$ cat src/rtl/chan_cmd_pkg.sv
package chan_cmd_pkg;
  localparam int CMD_W = 8;

  typedef struct packed {
    logic rst_all;
    logic init;
    logic clr_chan;
    logic tx_on;
    logic tx_off;
    logic rx_on;
    logic rx_off;
    logic t1;
    logic t2;
    logic crx;
    logic ctx;
    logic bad;
  } cmd_dec_t;
endpackage

$ cat src/rtl/chan_cmd_hold.sv
module chan_cmd_hold
  import chan_cmd_pkg::*;
(
  input  logic             clk,
  input  logic             rst_n,
  input  logic             wr,
  input  logic [CMD_W-1:0] wdata,
  input  logic             ovr_clr,
  output logic [CMD_W-1:0] q,
  output logic             busy,
  output logic             ovr
);
  logic [CMD_W-1:0] q_n;
  logic             ovr_n;

  assign busy = (q != '0);

  always_comb begin
    q_n   = q;
    ovr_n = ovr;
    if (busy) q_n = '0;
    if (ovr_clr) ovr_n = 1'b0;
    if (wr) begin
      if (busy) ovr_n = 1'b1;
      else      q_n   = wdata;
    end
  end

  always_ff @(posedge clk or negedge rst_n) begin
    if (!rst_n) begin
      q   <= '0;
      ovr <= 1'b0;
    end else begin
      q   <= q_n;
      ovr <= ovr_n;
    end
  end
endmodule

$ cat src/rtl/chan_cmd_decode.sv
module chan_cmd_decode
  import chan_cmd_pkg::*;
(
  input  logic             vld,
  input  logic [CMD_W-1:0] b,
  output cmd_dec_t         d
);
  always_comb begin
    d = '0;
    if (vld) begin
      if (b[7]) begin
        if (b[2:0] != 3'b000) begin
          d.bad = 1'b1;
        end else begin
          d.t1  = b[6];
          d.t2  = b[5];
          d.crx = b[4];
          d.ctx = b[3];
        end
      end else if (b[4]) begin
        d.rst_all = 1'b1;
      end else begin
        d.clr_chan = b[6];
        d.init     = b[5];
        d.tx_on    = b[3];
        d.tx_off   = b[2];
        d.rx_on    = b[1];
        d.rx_off   = b[0];
      end
    end
  end
endmodule

$ cat src/rtl/chan_cmd_state.sv
module chan_cmd_state
  import chan_cmd_pkg::*;
#(
  parameter int              FW  = 2,
  parameter logic [CMD_W-1:0] REV = 8'h3C
)(
  input  logic             clk,
  input  logic             rst_n,
  input  cmd_dec_t         d,
  input  logic             async_mode,
  input  logic             opt_wr,
  input  logic [FW-1:0]    opt_tx_in,
  input  logic [FW-1:0]    opt_rx_in,
  output logic             tx_en,
  output logic             rx_en,
  output logic [FW-1:0]    tx_flow,
  output logic [FW-1:0]    rx_flow,
  output logic             tmr1_clr,
  output logic             tmr2_clr,
  output logic             rx_clr,
  output logic             tx_clr,
  output logic             proto_init,
  output logic             glob_rst,
  output logic [CMD_W-1:0] rev_code,
  output logic             proto_err
);
  logic             cseen, cseen_n;
  logic             tx_en_n, rx_en_n, err_n;
  logic [FW-1:0]    tx_flow_n, rx_flow_n;
  logic             t1_n, t2_n, rxc_n, txc_n, init_n, grst_n;
  logic [CMD_W-1:0] rev_n;
  logic             running, init_ok;

  assign running = tx_en | rx_en;
  assign init_ok = !running || cseen || d.clr_chan;

  always_comb begin
    tx_en_n   = tx_en;
    rx_en_n   = rx_en;
    tx_flow_n = tx_flow;
    rx_flow_n = rx_flow;
    err_n     = proto_err;
    cseen_n   = cseen;
    rev_n     = rev_code;
    t1_n      = 1'b0;
    t2_n      = 1'b0;
    rxc_n     = 1'b0;
    txc_n     = 1'b0;
    init_n    = 1'b0;
    grst_n    = 1'b0;
    if (d.rst_all) begin
      tx_en_n   = 1'b0;
      rx_en_n   = 1'b0;
      tx_flow_n = '0;
      rx_flow_n = '0;
      err_n     = 1'b0;
      cseen_n   = 1'b0;
      grst_n    = 1'b1;
      rev_n     = REV;
    end else begin
      if (opt_wr) begin
        tx_flow_n = opt_tx_in;
        rx_flow_n = opt_rx_in;
      end
      if (d.tx_on)  tx_en_n = 1'b1;
      if (d.tx_off) tx_en_n = 1'b0;
      if (d.rx_on)  rx_en_n = 1'b1;
      if (d.rx_off) rx_en_n = 1'b0;
      if (async_mode && (d.tx_on || d.tx_off)) tx_flow_n = '0;
      if (async_mode && (d.rx_on || d.rx_off)) rx_flow_n = '0;
      if (d.clr_chan) cseen_n = 1'b1;
      if (d.init) begin
        if (init_ok) begin
          init_n  = 1'b1;
          cseen_n = 1'b0;
        end else begin
          err_n = 1'b1;
        end
      end
      if (d.bad) err_n = 1'b1;
      t1_n  = d.t1;
      t2_n  = d.t2;
      rxc_n = d.crx | d.clr_chan;
      txc_n = d.ctx | d.clr_chan;
    end
  end

  always_ff @(posedge clk or negedge rst_n) begin
    if (!rst_n) begin
      tx_en      <= 1'b0;
      rx_en      <= 1'b0;
      tx_flow    <= '0;
      rx_flow    <= '0;
      proto_err  <= 1'b0;
      cseen      <= 1'b0;
      rev_code   <= '0;
      tmr1_clr   <= 1'b0;
      tmr2_clr   <= 1'b0;
      rx_clr     <= 1'b0;
      tx_clr     <= 1'b0;
      proto_init <= 1'b0;
      glob_rst   <= 1'b0;
    end else begin
      tx_en      <= tx_en_n;
      rx_en      <= rx_en_n;
      tx_flow    <= tx_flow_n;
      rx_flow    <= rx_flow_n;
      proto_err  <= err_n;
      cseen      <= cseen_n;
      rev_code   <= rev_n;
      tmr1_clr   <= t1_n;
      tmr2_clr   <= t2_n;
      rx_clr     <= rxc_n;
      tx_clr     <= txc_n;
      proto_init <= init_n;
      glob_rst   <= grst_n;
    end
  end
endmodule

$ cat src/rtl/chan_cmd_exec.sv
module chan_cmd_exec
  import chan_cmd_pkg::*;
#(
  parameter int              FW  = 2,
  parameter logic [CMD_W-1:0] REV = 8'h3C
)(
  input  logic             clk,
  input  logic             rst_n,
  input  logic             host_wr,
  input  logic [CMD_W-1:0] host_wdata,
  output logic [CMD_W-1:0] cmd_rdata,
  input  logic             async_mode,
  input  logic             opt_wr,
  input  logic [FW-1:0]    opt_tx_in,
  input  logic [FW-1:0]    opt_rx_in,
  output logic             tx_en,
  output logic             rx_en,
  output logic [FW-1:0]    tx_flow,
  output logic [FW-1:0]    rx_flow,
  output logic             tmr1_clr,
  output logic             tmr2_clr,
  output logic             rx_clr,
  output logic             tx_clr,
  output logic             proto_init,
  output logic             glob_rst,
  output logic [CMD_W-1:0] rev_code,
  output logic             proto_err,
  output logic             overrun
);
  logic     busy;
  cmd_dec_t dec;

  chan_cmd_hold u_hold (
    .clk     (clk),
    .rst_n   (rst_n),
    .wr      (host_wr),
    .wdata   (host_wdata),
    .ovr_clr (dec.rst_all),
    .q       (cmd_rdata),
    .busy    (busy),
    .ovr     (overrun)
  );

  chan_cmd_decode u_dec (
    .vld (busy),
    .b   (cmd_rdata),
    .d   (dec)
  );

  chan_cmd_state #(.FW(FW), .REV(REV)) u_state (
    .clk        (clk),
    .rst_n      (rst_n),
    .d          (dec),
    .async_mode (async_mode),
    .opt_wr     (opt_wr),
    .opt_tx_in  (opt_tx_in),
    .opt_rx_in  (opt_rx_in),
    .tx_en      (tx_en),
    .rx_en      (rx_en),
    .tx_flow    (tx_flow),
    .rx_flow    (rx_flow),
    .tmr1_clr   (tmr1_clr),
    .tmr2_clr   (tmr2_clr),
    .rx_clr     (rx_clr),
    .tx_clr     (tx_clr),
    .proto_init (proto_init),
    .glob_rst   (glob_rst),
    .rev_code   (rev_code),
    .proto_err  (proto_err)
  );
endmodule

$ cat config.mk
export PLATFORM = sky130hd
export DESIGN_NAME = chan_cmd_exec
export DESIGN_NICKNAME = d
export VERILOG_FILES = /design/src/rtl/chan_cmd_pkg.sv /design/src/rtl/chan_cmd_hold.sv /design/src/rtl/chan_cmd_decode.sv /design/src/rtl/chan_cmd_state.sv /design/src/rtl/chan_cmd_exec.sv
export SDC_FILE = /design/constraint.sdc
export NUM_CORES = 1
export LEC_CHECK = 0
export CORE_AREA = 2 2 67 69
export CTS_CLUSTER_DIAMETER = 120
export DETAILED_ROUTE_END_ITERATION = 12
export DIE_AREA = 0 0 69 71
export GPL_TIMING_DRIVEN = 0
export MAX_ROUTING_LAYER = met4
export PLACE_DENSITY = 0.55
export SYNTH_ARGS = -nofsm -noshare
export SYNTH_HDL_FRONTEND = slang
export SYNTH_SLANG_ARGS = --single-unit
$ cat constraint.sdc
create_clock -name clk -period 1.98 [get_ports clk]
set_input_delay 0.396 -clock clk [delete_from_list [all_inputs] [get_ports clk]]
set_output_delay 0.396 -clock clk [all_outputs]
set_load 0.05 [all_outputs]
* Word level (Yosys, flattened, before mapping)
Index checks and enable logic that the tools add are counted.
** Word-level totals
- Register bits :: 24
- Input bits :: 17
- Output and inout bits :: 30
- Logic and storage cells :: 75
** Operators by class
- Eq/ne operators :: 1
- Multiplexer cells :: 41
- Bitwise operators :: 3
- Reductions and logical operators :: 15
** Operator list (count)
- $mux 1 :: 27
- $mux 8 :: 3
- $reduce_bool 3->1 :: 6
- $mux 12 :: 1
- $mux 2 :: 6
- $reduce_bool 8->1 :: 1
- $mux 7 :: 1
- $mux 6 :: 1
- $mux 5 :: 1
- $logic_or 1x1->1 :: 4
- $mux 4 :: 1
- $ne 3x3->1 const B :: 1
- $or 1x1->1 :: 3
- $logic_and 1x1->1 :: 2
- $reduce_and 2->1 :: 1
- $logic_not 1->1 :: 1

* Logic depth before layout (Yosys ltp)
- Depth in word-level cells :: 9
- Mapped depth :: 4
- Mapped depth without buffers :: 3

* Cells and area by module
From an unflattened synthesis, not the netlist that was laid out.
** Second synthesis, totals
- Cells, all modules :: 92
- Area total of the unflattened synthesis :: 1101.1 um2
** By module, submodules not included
- chan_cmd_state :: times used 1, cells an instance 54, area an instance 654.4 um2, sequential area each 375.4 um2
- chan_cmd_hold :: times used 1, cells an instance 23, area an instance 327.8 um2, sequential area each 225.2 um2
- chan_cmd_decode :: times used 1, cells an instance 15, area an instance 118.9 um2, sequential area each 0.0 um2

* Least setup slack after synthesis
OpenSTA, ideal clock, no wires.
- Path type :: flip-flop to flip-flop
- Start point :: register u_hold.q[5]
- End point :: register u_hold.q[0]
- Setup time :: 0.066 ns
- Arrival :: 1.326 ns
- Data required time :: 1.914 ns
- Path slack :: 0.588 ns
- Stages on the path, launching flop included :: 4
- Path buffers :: 0
- Clock period less this slack :: 1.392 ns
- Cells stage by stage :: dfrtp_1 > nor4_4 > and4_4 > and2_1
** Between the ends
- Cells in the longest elaborated chain, start to end :: 4
** Ends and longest elaborated chain
- start, declared :: line chan_cmd_hold.sv:9 : output logic [CMD_W-1:0] q,
- start signal, assigned :: line chan_cmd_hold.sv:34 : q <= q_n;
- $reduce_bool 8->1 * :: line chan_cmd_hold.sv:16 : assign busy = (q != '0);
- $mux 8 :: line chan_cmd_hold.sv:21 : if (busy) q_n = '0;
- $mux 8 :: line chan_cmd_hold.sv:24 : if (busy) ovr_n = 1'b1;
- $mux 8 * :: line chan_cmd_hold.sv:23 : if (wr) begin
- via u_hold.q_n[0] :: line chan_cmd_hold.sv:13 : logic [CMD_W-1:0] q_n;
Mark *: on every way through the listed nets, which the timed path passes. The rest lies on a longest branch.
A chain may end at the register's enable or synchronous reset.

* Final worst setup path
- Start point :: register u_hold.q[1]
- End point :: output cmd_rdata[1]
** RTL lines
- end, declared :: line chan_cmd_exec.sv:11 : output logic [CMD_W-1:0] cmd_rdata,
No word-level cell between the ends.

==> impl_metrics.py <==
metrics = {
    "run_status": {
        "outcome": "complete, no violations",
    },
    "clock_tree": {
        "cts.repair.resized": 6,
        "clkTransAtPathRegs_ns": 0.07,
        "clk_path_buf_depth": 2,
        "worstSkewPairLatency_ns": 0.26,
        "cts_root_buf": "clkbuf_8",
        "hold_buffers": 0,
        "postCtsSetupRepairBufs": 0,
        "cts_made_buffers": 3,
        "cts_tree": "built",
        "cts_max_level": 1,
        "numClockSinks": 24,
    },
    "place": {
        "port_buffers": 41,
        "pre_cts_ws_ns": 0.229,
        "dp.cells": 181,
        "hpwl_um": 1740,
        "gp_congestion": 0.784,
        "placed_cell_area_mm2": 0.00150,
    },
    "sta": {
        "worst_pin_slew_ns": 1.03,
        "report.final.slew_viol_count": 0,
        "fin_ws_ns": 0.0369,
        "fmax_mhz": 515,
        "relSlewSlack_pct": 31.4,
        "tns_ns": 0,
        "hold_violations": 0,
        "rsz0062_at_grt": "false",
        "skew_ns": 0.00298,
        "post-route-period-util_pct": 98.1,
        "period_minus_slack_ns": 1.94,
        "finalSetupViolations": 0,
    },
    "yosys": {
        "syn_area_per_cell_um2": 11.9,
        "synthDistinctLibCells": 24,
        "netlist_area_mm2": 0.00101,
        "ys_seq_elements": 24,
        "ys_warn_count": 0,
        "yosysSeqAreaShare_pct": 59.4,
        "syn_inst": 85,
        "yosys.area.top_type": "dfrtp_1",
        "yosysTopAreaCellShare_pct": 59.4,
        "synth_area_leaders": "dfrtp_1 (59%), and2_1 (5.6%), buf_4 (5.2%), mux2i_1 (4.0%), nor2_1 (3.7%)",
    },
    "job": {
        "drv_cap": 0,
    },
    "worst_setup_path": {
        "crit_family": "buffers and inverters",
        "r2r-start": "u_hold.q[0]",
        "required_ns": 1.58,
        "start_kind": "flip-flop",
        "cp.arrival_ns": 1.55,
        "reg2reg_to": "u_state.proto_err",
        "crit_chain": "clkdlybuf4s50_1",
        "slowest_delay_ns": 0.84,
        "cp_max_fo": 5,
        "worst-path-buf-inv": 1,
        "slowest_stage": "clkdlybuf4s50_1",
        "ff2ff_path_depth": 3,
        "crit_type": "reg2out",
        "rrSetupSlack_ns": 0.70,
        "endpoint_kind": "output port",
    },
    "finish": {
        "postLayoutCellArea_mm2": 0.00154,
        "insertedDiodeCount": 0,
        "layout-drive-gt1-share_pct": 12.9,
        "nets": 151,
        "area_delta_synth_final_pct": 52.0,
        "instances_no_fill": 184,
    },
    "floorplan": {
        "fp.dieW_um": 69,
        "die-height_um": 71,
        "die_area_mm2": 0.00490,
        "core_mm2": 0.00420,
        "start_util_pct": 24.0,
        "row_count": 24,
        "io_pins": 47,
    },
    "hold_path": {
        "worstHoldPathType": "reg2reg",
        "min_to": "u_hold.ovr",
        "hold_path_depth": 1,
        "worstHoldStart": "u_hold.ovr",
    },
    "detailed_routing": {
        "post_drt_wl_per_cell_um": 12.0,
        "via_per_inst": 4.17,
        "drc_errors": 0,
        "postRouteAntennaNets": 0,
        "num_vias": 768,
        "drt-total-wl_um": 2210,
        "dr.pass1.iters": 4,
        "drt_iter0_drc": 17,
    },
    "global_route": {
        "antenna_found_initial": 0,
        "grt.overflow.total": 0,
        "grt_pass1_wl_um": 3770,
        "grt_pass1_vias": 810,
        "grt_max_degree": 25,
        "grt_usage_pct": 9.92,
    },
    "power": {
        "vdd.ir_drop.worst_mv": 0.677,
        "power_per_cell_area_mw_per_mm2": 1500,
        "finalPower_w": 0.00231,
        "p_leak_nw": 0.721,
    },
}
==> cells by family after synthesis <==
kind of cell	after synthesis	share of synthesized area (%)
DFF	24	59.4
AOI/OAI and AO/OA	13	9.16
other	1	0.371
muxes	4	3.96
buffers and inverters	11	6.81
and+or+nand+nor	32	20.3
==> routing by layer <==
metal	wire length (um)	up-vias	share of wire [%]	track usage, %
met5	0	-	0	-
met4	47	0	2.1	4.58
met3	193	5	8.7	2.28
met2	927	39	42	14.0
met1	1040	352	47	13.5
li1	-	372	-	-
==> power by group <==
part / internal [W] / switching (W) / leakage (nW) / total [W]
sequential: 0.000641 / 0.000151 / 0.309 / 0.000792
combinational: 0.000453 / 0.000792 / 0.391 / 0.00124
clock: 0.000136 / 0.000138 / 0.0216 / 0.000274
==> cell usage in the layout, fill, tap and decap left out <==
cell type,n
a211oi_1,1
a21oi_1,2
a22o_1,3
and2_1,9
and2_2,1
and3_2,1
and4_4,1
buf_2,1
buf_4,7
clkbuf_1,1
clkbuf_8,3
clkdlybuf4s50_1,33
conb_1,4
dfrtp_1,24
dlygate4sd2_1,6
dlymetal6s2s_1,2
inv_1,2
mux2i_1,4
nand2b_1,2
nand3_1,1
nor2_1,10
nor2_2,1
nor2b_1,4
nor4_4,1
nor4b_2,1
o211ai_1,1
o21ai_0,3
o22a_1,3
==> cell usage after synthesis <==
cell      count
and4_4        1
nor4b_2       1
buf_2         1
buf_4         7
nand3_1       1
o22a_1        3
nor2b_1       4
conb_1        1
mux2i_1       4
nor2_1       10
a22o_1        3
a211oi_1      1
nor2_2        1
a21oi_1       2
nor4_4        1
inv_1         2
nand2b_1      2
o21ai_0       3
and3_2        1
dfrtp_1      24
o211ai_1      1
and2_1        9
clkbuf_1      1
and2_2        1
==> area by class of cell <==
| class | count | area (um^2) |
|---|---|---|
| well taps | 52 | 65.1 |
| inverters | 2 | 7.51 |
| multi-input cells | 53 | 353 |
| clock buffers | 3 | 41.3 |
| fillers | 432 | 2670 |
| flip-flops and latches | 24 | 601 |
| repair buffers | 41 | 408 |
| plain buffers | 9 | 61.3 |
==> state kept, by name, summed over array words and instances (netlist names) <==
| name | flops |
|---|---|
| u_hold.q | 8 |
| u_state.rx_flow | 2 |
| u_state.tx_flow | 2 |
| u_hold.ovr | 1 |
| u_state.cseen | 1 |
| u_state.glob_rst | 1 |
| u_state.proto_err | 1 |
| u_state.proto_init | 1 |
| u_state.rev_code | 1 |
| u_state.rx_clr | 1 |
| u_state.rx_en | 1 |
| u_state.tmr1_clr | 1 |
| u_state.tmr2_clr | 1 |
| u_state.tx_clr | 1 |
| u_state.tx_en | 1 |
==> metrics by stage <==
stage	utilization (%)	hold slack, ns
after floorplan	-	0.100
after global placement	35.6	0.492
after detailed placement	35.6	0.494
after CTS	36.4	0.521
after global routing	36.5	0.546
final	36.5	0.518
==> how the worst max path moves through the flow <==
stage                   startpoint      endpoint  slack (ns)  depth (start not counted)
2_1_floorplan          u_hold.q[5]   u_hold.q[0]        0.59                          3
3_3_place_gp           u_hold.q[4]  cmd_rdata[4]        0.24                          1
3_5_place_dp           u_hold.q[4]  cmd_rdata[4]        0.23                          1
4_1_cts        u_state.rev_code[2]   rev_code[4]       0.003                          2
5_1_grt                u_hold.q[1]  cmd_rdata[1]        0.01                          1
6_report               u_hold.q[1]  cmd_rdata[1]        0.04                          1
(Power assumes the default switching activity.)
